===== src/rtl/fcu_pkg.sv =====
package fcu_pkg;
   typedef enum logic [2:0] {
      M_ARRAY     = 3'd0,
      M_ID        = 3'd1,
      M_STATUS    = 3'd2,
      M_ERS_SETUP = 3'd3,
      M_PRG_SETUP = 3'd4
   } mode_e;

   localparam logic [7:0] CMD_TO_ARRAY  = 8'hFF;
   localparam logic [7:0] CMD_TO_ID     = 8'h90;
   localparam logic [7:0] CMD_TO_STATUS = 8'h70;
   localparam logic [7:0] CMD_CLR_ERR   = 8'h50;
   localparam logic [7:0] CMD_ERS_SETUP = 8'h30;
   localparam logic [7:0] CMD_ERS_CONF  = 8'hD0;
   localparam logic [7:0] CMD_PRG_SETUP = 8'h10;
endpackage


===== src/rtl/fcu_cmd_dec.sv =====
module fcu_cmd_dec
   import fcu_pkg::*;
(
   input  logic       clk,
   input  logic       rst_n,
   input  logic       wr_en,
   input  logic [7:0] wdata,
   input  logic       busy,
   output mode_e      mode,
   output logic       err_ers,
   output logic       err_prg,
   output logic       start_ers,
   output logic       start_prg,
   output logic       abort
);
   logic accept;

   assign accept    = wr_en && !busy;
   assign start_ers = accept && (mode == M_ERS_SETUP) && (wdata == CMD_ERS_CONF);
   assign abort     = accept && (mode == M_ERS_SETUP) && (wdata != CMD_ERS_CONF);
   assign start_prg = accept && (mode == M_PRG_SETUP);

   always_ff @(posedge clk) begin
      if (!rst_n) begin
         mode    <= M_ARRAY;
         err_ers <= 1'b0;
         err_prg <= 1'b0;
      end else if (accept) begin
         case (mode)
            M_ERS_SETUP: begin
               mode <= M_STATUS;
               if (wdata != CMD_ERS_CONF) begin
                  err_ers <= 1'b1;
                  err_prg <= 1'b1;
               end
            end
            M_PRG_SETUP: mode <= M_STATUS;
            default: begin
               case (wdata)
                  CMD_TO_ARRAY:  mode <= M_ARRAY;
                  CMD_TO_ID:     mode <= M_ID;
                  CMD_TO_STATUS: mode <= M_STATUS;
                  CMD_ERS_SETUP: mode <= M_ERS_SETUP;
                  CMD_PRG_SETUP: mode <= M_PRG_SETUP;
                  CMD_CLR_ERR: begin
                     err_ers <= 1'b0;
                     err_prg <= 1'b0;
                  end
                  default: ;
               endcase
            end
         endcase
      end
   end
endmodule


===== src/rtl/fcu_busy_tmr.sv =====
module fcu_busy_tmr #(
   parameter int PROG_CYC  = 16,
   parameter int ERASE_CYC = 64
) (
   input  logic clk,
   input  logic rst_n,
   input  logic start_prg,
   input  logic start_ers,
   output logic busy
);
   localparam int MAX_CYC = (ERASE_CYC > PROG_CYC) ? ERASE_CYC : PROG_CYC;
   localparam int CNT_W   = $clog2(MAX_CYC + 1);

   logic [CNT_W-1:0] cnt;

   always_ff @(posedge clk) begin
      if (!rst_n)          cnt <= '0;
      else if (start_ers)  cnt <= CNT_W'(ERASE_CYC);
      else if (start_prg)  cnt <= CNT_W'(PROG_CYC);
      else if (cnt != '0)  cnt <= cnt - CNT_W'(1);
   end

   assign busy = (cnt != '0);
endmodule


===== src/rtl/fcu_array.sv =====
module fcu_array #(
   parameter int ADDR_W = 8,
   parameter int SECT_W = 5
) (
   input  logic              clk,
   input  logic              rst_n,
   input  logic [ADDR_W-1:0] addr,
   input  logic [7:0]        wdata,
   input  logic              start_prg,
   input  logic              start_ers,
   output logic [7:0]        rd_byte
);
   localparam int DEPTH = 1 << ADDR_W;

   logic [7:0] mem [DEPTH];

   for (genvar i = 0; i < DEPTH; i++) begin : g_cell
      localparam logic [ADDR_W-1:0] IDX = ADDR_W'(i);
      logic hit_sector;
      assign hit_sector = ((IDX >> SECT_W) == (addr >> SECT_W));
      always_ff @(posedge clk) begin
         if (!rst_n)                      mem[i] <= 8'hFF;
         else if (start_ers && hit_sector) mem[i] <= 8'hFF;
         else if (start_prg && addr == IDX) mem[i] <= mem[i] & wdata;
      end
   end

   assign rd_byte = mem[addr];
endmodule


===== src/rtl/flash_cmd_ui.sv =====
module flash_cmd_ui
   import fcu_pkg::*;
#(
   parameter int         ADDR_W         = 8,
   parameter int         SECT_W         = 5,
   parameter int         PROG_CYC       = 16,
   parameter int         ERASE_CYC      = 64,
   parameter logic [7:0] MFR_ID         = 8'hBF,
   parameter logic [7:0] DEV_ID         = 8'h51,
   parameter bit         ID_FULL_DECODE = 1'b1
) (
   input  logic              clk,
   input  logic              rst_n,
   input  logic [ADDR_W-1:0] addr,
   input  logic [7:0]        wdata,
   input  logic              wr_en,
   input  logic              rd_en,
   output logic [7:0]        rdata
);
   if (ADDR_W < 2 || ADDR_W > 12) begin : g_bad_addr
      $error("flash_cmd_ui: ADDR_W out of range");
   end
   if (SECT_W < 1 || SECT_W >= ADDR_W) begin : g_bad_sect
      $error("flash_cmd_ui: SECT_W must lie in 1..ADDR_W-1");
   end
   if (PROG_CYC < 1 || ERASE_CYC < 1) begin : g_bad_cyc
      $error("flash_cmd_ui: busy times must be at least one cycle");
   end

   mode_e      mode;
   logic       busy, err_ers, err_prg, start_ers, start_prg, abort;
   logic [7:0] arr_byte, id_byte, status, view;

   fcu_cmd_dec u_dec (
      .clk(clk), .rst_n(rst_n), .wr_en(wr_en), .wdata(wdata), .busy(busy),
      .mode(mode), .err_ers(err_ers), .err_prg(err_prg),
      .start_ers(start_ers), .start_prg(start_prg), .abort(abort)
   );

   fcu_busy_tmr #(.PROG_CYC(PROG_CYC), .ERASE_CYC(ERASE_CYC)) u_tmr (
      .clk(clk), .rst_n(rst_n), .start_prg(start_prg), .start_ers(start_ers),
      .busy(busy)
   );

   fcu_array #(.ADDR_W(ADDR_W), .SECT_W(SECT_W)) u_arr (
      .clk(clk), .rst_n(rst_n), .addr(addr), .wdata(wdata),
      .start_prg(start_prg), .start_ers(start_ers), .rd_byte(arr_byte)
   );

   if (ID_FULL_DECODE) begin : g_id_full
      always_comb begin
         if (addr == ADDR_W'(0))      id_byte = MFR_ID;
         else if (addr == ADDR_W'(1)) id_byte = DEV_ID;
         else                         id_byte = 8'h00;
      end
   end else begin : g_id_lsb
      assign id_byte = addr[0] ? DEV_ID : MFR_ID;
   end

   assign status = {~busy, err_ers, 4'b0000, err_prg, 1'b0};

   always_comb begin
      if (busy) view = status;
      else begin
         case (mode)
            M_ARRAY: view = arr_byte;
            M_ID:    view = id_byte;
            default: view = status;
         endcase
      end
   end

   always_ff @(posedge clk) begin
      if (!rst_n)     rdata <= 8'h00;
      else if (rd_en) rdata <= view;
   end
endmodule


===== config.mk =====
export PLATFORM = sky130hd
export DESIGN_NAME = flash_cmd_ui
export DESIGN_NICKNAME = d
export VERILOG_FILES = /design/src/rtl/fcu_pkg.sv /design/src/rtl/fcu_cmd_dec.sv /design/src/rtl/fcu_busy_tmr.sv /design/src/rtl/fcu_array.sv /design/src/rtl/flash_cmd_ui.sv
export SDC_FILE = /design/constraint.sdc
export NUM_CORES = 2
export LEC_CHECK = 0
export BUFFER_PORTS_ARGS = -buffer_cell sky130_fd_sc_hd__buf_2
export CAP_MARGIN = 20
export CORE_ASPECT_RATIO = 0.9
export CORE_MARGIN = 3
export CORE_UTILIZATION = 26
export DETAILED_ROUTE_END_ITERATION = 7
export GPL_TIMING_DRIVEN = 1
export PLACE_DENSITY = 0.44
export SYNTH_ARGS = -nofsm -noshare
export SYNTH_HDL_FRONTEND = slang
export SYNTH_HIERARCHICAL = 1
export SYNTH_SLANG_ARGS = --single-unit

===== constraint.sdc =====
create_clock -name clk -period 10.5 [get_ports clk]
set_input_delay 1.05 -clock clk [delete_from_list [all_inputs] [get_ports clk]]
set_output_delay 1.05 -clock clk [all_outputs]
set_load 0.05 [all_outputs]

# After elaboration in Yosys (flattened, before gate mapping)

Memory sizes are Yosys's and may differ from the RTL's.
Index checks and enable logic that the tools add are counted.
Widths: inputs -> output; s select.

Register bits after elaboration: 19
Memories kept: 1
Input port bits: 20
Latch bits: 0
Output and inout bits: 8
RAM bits: 2,048
Word-level logic and storage cells: 2,908
Bits in read-only memories: 0

Memories:

| memory    | depth | width | rd ports | clocked after memory_dff | wr ports | line            | RTL |
|---|---|---|---|---|---|---|---|
| u_arr.mem | 256   | 8     | 257      | 0                        | 256      | fcu_array.sv:15 | `logic [7:0] mem [DEPTH];` |

Divide/modulo/power cells: 0
Shift-type cells: 0
Add/subtract/negate cells: 1
Magnitude comparators: 0
Multiply operators: 0
Mux-type cells: 1,573
Eq/ne operators: 274
Bitwise gates (word level): 771
Reduce and logical (&&, ||, !) cells: 282

Operators by type and width:

| kind                | count |
|---|---|
| $mux 8              | 514 |
| $and 8x8->8         | 256 |
| $mux 1              | 1,051 |
| $eq 8x8->1 const B  | 131 |
| $eq 8x7->1 const B  | 66 |
| $or 1x1->1          | 512 |
| $logic_and 1x1->1   | 268 |
| $eq 8x6->1 const B  | 33 |
| $eq 8x5->1 const B  | 17 |
| $eq 8x4->1 const B  | 8 |
| $eq 8x3->1 const B  | 4 |
| $mux 7              | 4 |
| $eq 8x2->1 const B  | 2 |
| $logic_not 8->1     | 2 |
| $pmux 8 s2          | 1 |
| $pmux 3 s5          | 1 |
| $eq 3x3->1 const A  | 4 |
| $eq 8x1->1 const B  | 1 |
| $ne 8x8->1 const B  | 1 |
| $reduce_bool 7->1   | 1 |
| $sub 7x1->7 const B | 1 |
| $eq 2x3->1 const A  | 2 |
| $reduce_bool 6->1   | 1 |
| $reduce_and 4->1    | 1 |
| other kinds (15)    | 19 |

# Logic depth before layout (Yosys ltp)

Depth in word-level cells: 11
Mapped depth: 14
Mapped depth without buffers: 13

# Cells and area by module

The synthesis kept the hierarchy.

Modules (own cells, without submodules):

| module       | cells each | seq. area each (µm²) | area each (µm²) | times used |
|---|---|---|---|---|
| fcu_array    | 7,944      | 61,499.0             | 96,191.0        | 1 |
| flash_cmd_ui | 54         | 160.2                | 450.4           | 1 |
| fcu_busy_tmr | 39         | 140.1                | 367.9           | 1 |
| fcu_cmd_dec  | 45         | 80.1                 | 344.1           | 1 |

# Worst setup path after synthesis

Ideal clock, no wire load.

Path type: register to register
Start point: register u_tmr.cnt[0]
End point: memory u_arr.mem[176][0] (enable)
Path buffers: 2
Required time: 10.116 ns
Cell stages (with the launch flop): 13
Library setup time: 0.384 ns
Arrival: 3.465 ns
Period minus slack after synthesis: 3.849 ns
Path slack: 6.651 ns
Cell sequence: dfxtp_1 > inv_1 > ha_1 > or4b_4 > nor3_4 > inv_2 > nand2b_1 > nor2_1 > nor3b_1 > nand2_1 > buf_2 > buf_2 > o21ai_0

RTL lines:

| element                | line               | RTL |
|---|---|---|
| start, declared        | fcu_busy_tmr.sv:14 | `logic [CNT_W-1:0] cnt;` |
| start signal, assigned | fcu_busy_tmr.sv:18 | `else if (start_ers) cnt <= CNT_W'(ERASE_CYC);` |
| start signal, assigned | fcu_busy_tmr.sv:19 | `else if (start_prg) cnt <= CNT_W'(PROG_CYC);` |
| start signal, assigned | fcu_busy_tmr.sv:20 | `else if (cnt != '0) cnt <= cnt - CNT_W'(1);` |
| end, declared          | fcu_array.sv:15    |  |

==> results.yml <==
routing:
  via_per_inst: 5.02
  num_vias: 66400
  antenna_left: 0
  route.detailed.drc: 0
  firstDrtPassIters: 6
  drt_iter0_markers: 7186
  wire_per_inst_um: 23.7
  wirelength_um: 314000
global_routing:
  grt_pass1_vias: 65300
  grt_max_degree: 111
  antenna_found_initial: 15
  grt.busiest_layer: "met2"
  met1_usage_pct: 23.2
  grtUsageMet3_pct: 2.64
  grt_overflow: 0
  use_met2_pct: 24.6
  track_usage_pct: 15.9
  grt_pass1_wl_um: 459000
worst_setup_path:
  crit_path_start: "u_tmr/cnt[0]"
  reg2regPathDepth: 12
  cp-end-kind: "flip-flop"
  path_max_fanout: 18
  worstSetupStartpointType: "flip-flop"
  crit_required_ns: 10.97
  r2r_setup_slack_ns: 4.70
  criticalPathCategory: "flip-flop to flip-flop"
  reg2reg_to: "u_arr/mem[24][7]"
  cp_data_arrival_time_ns: 6.28
  crit_end: "u_arr/mem[24][7]"
  reg2reg_from: "u_tmr/cnt[0]"
placed_design:
  place_ws_ns: 4.09
  place.port_buffers: 27
  hpwl_um: 196000
  gp_congestion: 0.813
sta:
  fin_setup_tns_ns: 0
  rsz0062_at_grt: "no"
  fin_skew_ns: 0.0473
  slew_violations: 0
  min_period_over_period_pct: 55.3
  max_freq_mhz: 172
  fin_ws_ns: 4.70
  min_period_ns: 5.80
  finalSetupViolations: 0
  tightest_slew_ns: 1.16
  max_slew_margin_pct: 21.9
  finalHoldViolCount: 0
synth:
  ys_seq_area_share_pct: 63.6
  yosys_warnings: 6
  synth-edff-count: 2048
  postSynthCellCount: 8082
  synth_top_area_share_pct: 63.2
  syn_area_per_cell_um2: 12.0
  synth.cell_area_um2: 97400
  async_flop_share_pct: 0
  synth_area_leaders: "edfxtp_1 (63%), nand2_1 (14%), mux4_2 (12%)"
  syn_nets: 8103
  synth_seq_cells: 2067
  post-synth-top-area-cell: "edfxtp_1"
  ys_types: 62
  synthFlopType: "edfxtp_1"
clock_network:
  cts_setup_buffers: 0
  numCtsBuffers: 223
  htreeDepth: 4
  insertion_delay_ns: 0.89
  clk_root_buffer_cell: "clkbuf_16"
  clkTransAtPathRegs_ns: 0.06
  ctsHoldBuffers: 0
  ctsLongestPathBuffers: 4
  cts_resized: 0
  cts_tree: "built"
  clock-sinks: 2067
die:
  core.rowCount: 212
  fp.coreArea_um2: 372000
  die_h_um: 587
  die_area_um2: 382000
  die_w_um: 651
  ios: 28
  start_util_pct: 26.2
job:
  cap_violations: 0
power:
  peakVddDrop_mv: 0.141
  power_leakage_uw: 0.0313
  power.density_nw_per_um2: 163
hold_path:
  min_path_type: "flip-flop to flip-flop"
  hold_start: "u_tmr/cnt[1]"
finish:
  final_cell_mix: "nand2_1 (3659), edfxtp_1 (2048), mux4_2 (510)"
  layout_commonest_cell: "nand2_1"
  drive_above_1_share_pct: 14.3
  area_growth_pct: 14.1
  num-fill-cells: 37700
  layout.nets: 8151
outcome:
  status: "completed"
[metrics by stage]
| stage | power (uW) | std cells | util, % | hold slack (ns) | cell area [um^2] |
|---|---|---|---|---|---|
| 6_report | 18100 | 13200 | 29.9 | 0.503 | 111000 |
| 2_1_floorplan | 9950 | 8082 | - | 0.464 | 97400 |
| 5_1_grt | 18700 | 13200 | 29.9 | 0.537 | 111000 |
| 3_3_place_gp | 10400 | 12700 | 27.8 | 0.519 | 103000 |
| 3_5_place_dp | 10400 | 12800 | 27.9 | 0.496 | 104000 |
| 4_1_cts | 18300 | 13200 | 29.8 | 0.505 | 111000 |
[layout make-up]
cell class              instances  area (um^2)  area share, %
clock inverters               115         1040          0.936
clock buffers                 288         5950           5.36
inverters                       6         22.5         0.0203
flip-flops and latches       2067        61900           55.7
multi-input cells            5482        33300           30.0
repair buffers                350         2660           2.39
diodes                          5         12.5         0.0113
well taps                    4922         6160           5.55
[synthesized netlist by cell type, types with 3 or more instances]
| cell | count |
|---|---|
| nor2_1 | 244 |
| buf_2 | 61 |
| mux4_2 | 510 |
| o31ai_1 | 3 |
| nor4b_1 | 3 |
| o311a_1 | 3 |
| nor2b_1 | 17 |
| a31oi_1 | 3 |
| nand2_1 | 3673 |
| nand2b_1 | 6 |
| o21a_1 | 7 |
| buf_1 | 41 |
| dfxtp_1 | 19 |
| inv_1 | 5 |
| a21oi_1 | 143 |
| nand2_2 | 3 |
| buf_4 | 15 |
| edfxtp_1 | 2048 |
| nor3_1 | 8 |
| nand3_1 | 16 |
| and2_1 | 3 |
| buf_6 | 17 |
| clkbuf_1 | 392 |
| nand4_1 | 15 |
| a21o_1 | 256 |
| nand3b_1 | 3 |
| a22oi_1 | 256 |
| o21ai_0 | 234 |
| nor3b_1 | 4 |
| o41ai_1 | 32 |
[per-layer routing]
layer / part of all wire, % / vias up
met3: 7.6 / 386
met5: 0.0041 / -
met1: 45 / 34100
met2: 45 / 2690
met4: 2.2 / 2
li1: - / 29200
[power breakdown]
group	switching (uW)	internal, uW
registers	13.6	9040
clock network	3350	4460
logic	875	319
total	4240	13800
[registers in the layout, indices dropped and copies added, names as in the netlist]
name and cells:
rdata 8, u_dec/mode 3, u_dec/err_prg 1, u_tmr/cnt 7
u_arr/mem 2048
[worst min-delay path by stage]
stage	slack (ns)	cells after the start	end
final	0.50	2	u_tmr/cnt[1]
after global routing	0.54	2	u_tmr/cnt[1]
after CTS	0.50	2	u_tmr/cnt[1]
after detailed placement	0.50	2	u_tmr/cnt[1]
after global placement	0.52	2	u_dec/err_prg
after floorplan	0.46	2	u_tmr/cnt[1]
[worst max-delay path, cell delays in order (launching register included)]
cell and delay (ns):
dfxtp_1 0.31, inv_1 0.08, ha_1 0.21, or4b_4 0.50, nor3_4 0.22, inv_2 0.14, nand2b_1 0.21, nor2_1 0.62
buf_4 0.28, nor3b_1 0.83, nand2_2 0.52, buf_4 0.48, o21ai_0 0.91
[kinds of logic (layout without fill, tap and decap cells)]
| group | count (synthesis) | in the layout | synth area share (%) |
|---|---|---|---|
| fa+ha+maj | 1 | 1 | 0.0129 |
| compound gates | 947 | 947 | 6.38 |
| simple gates | 4017 | 4017 | 15.8 |
| buf+inv | 533 | 759 | 2.33 |
| other cells | 0 | 5 | 0 |
| flops | 2067 | 2067 | 63.6 |
| mux | 514 | 514 | 11.9 |
| xor+xnor | 3 | 3 | 0.0270 |
Power figures use the tool's default switching activity.
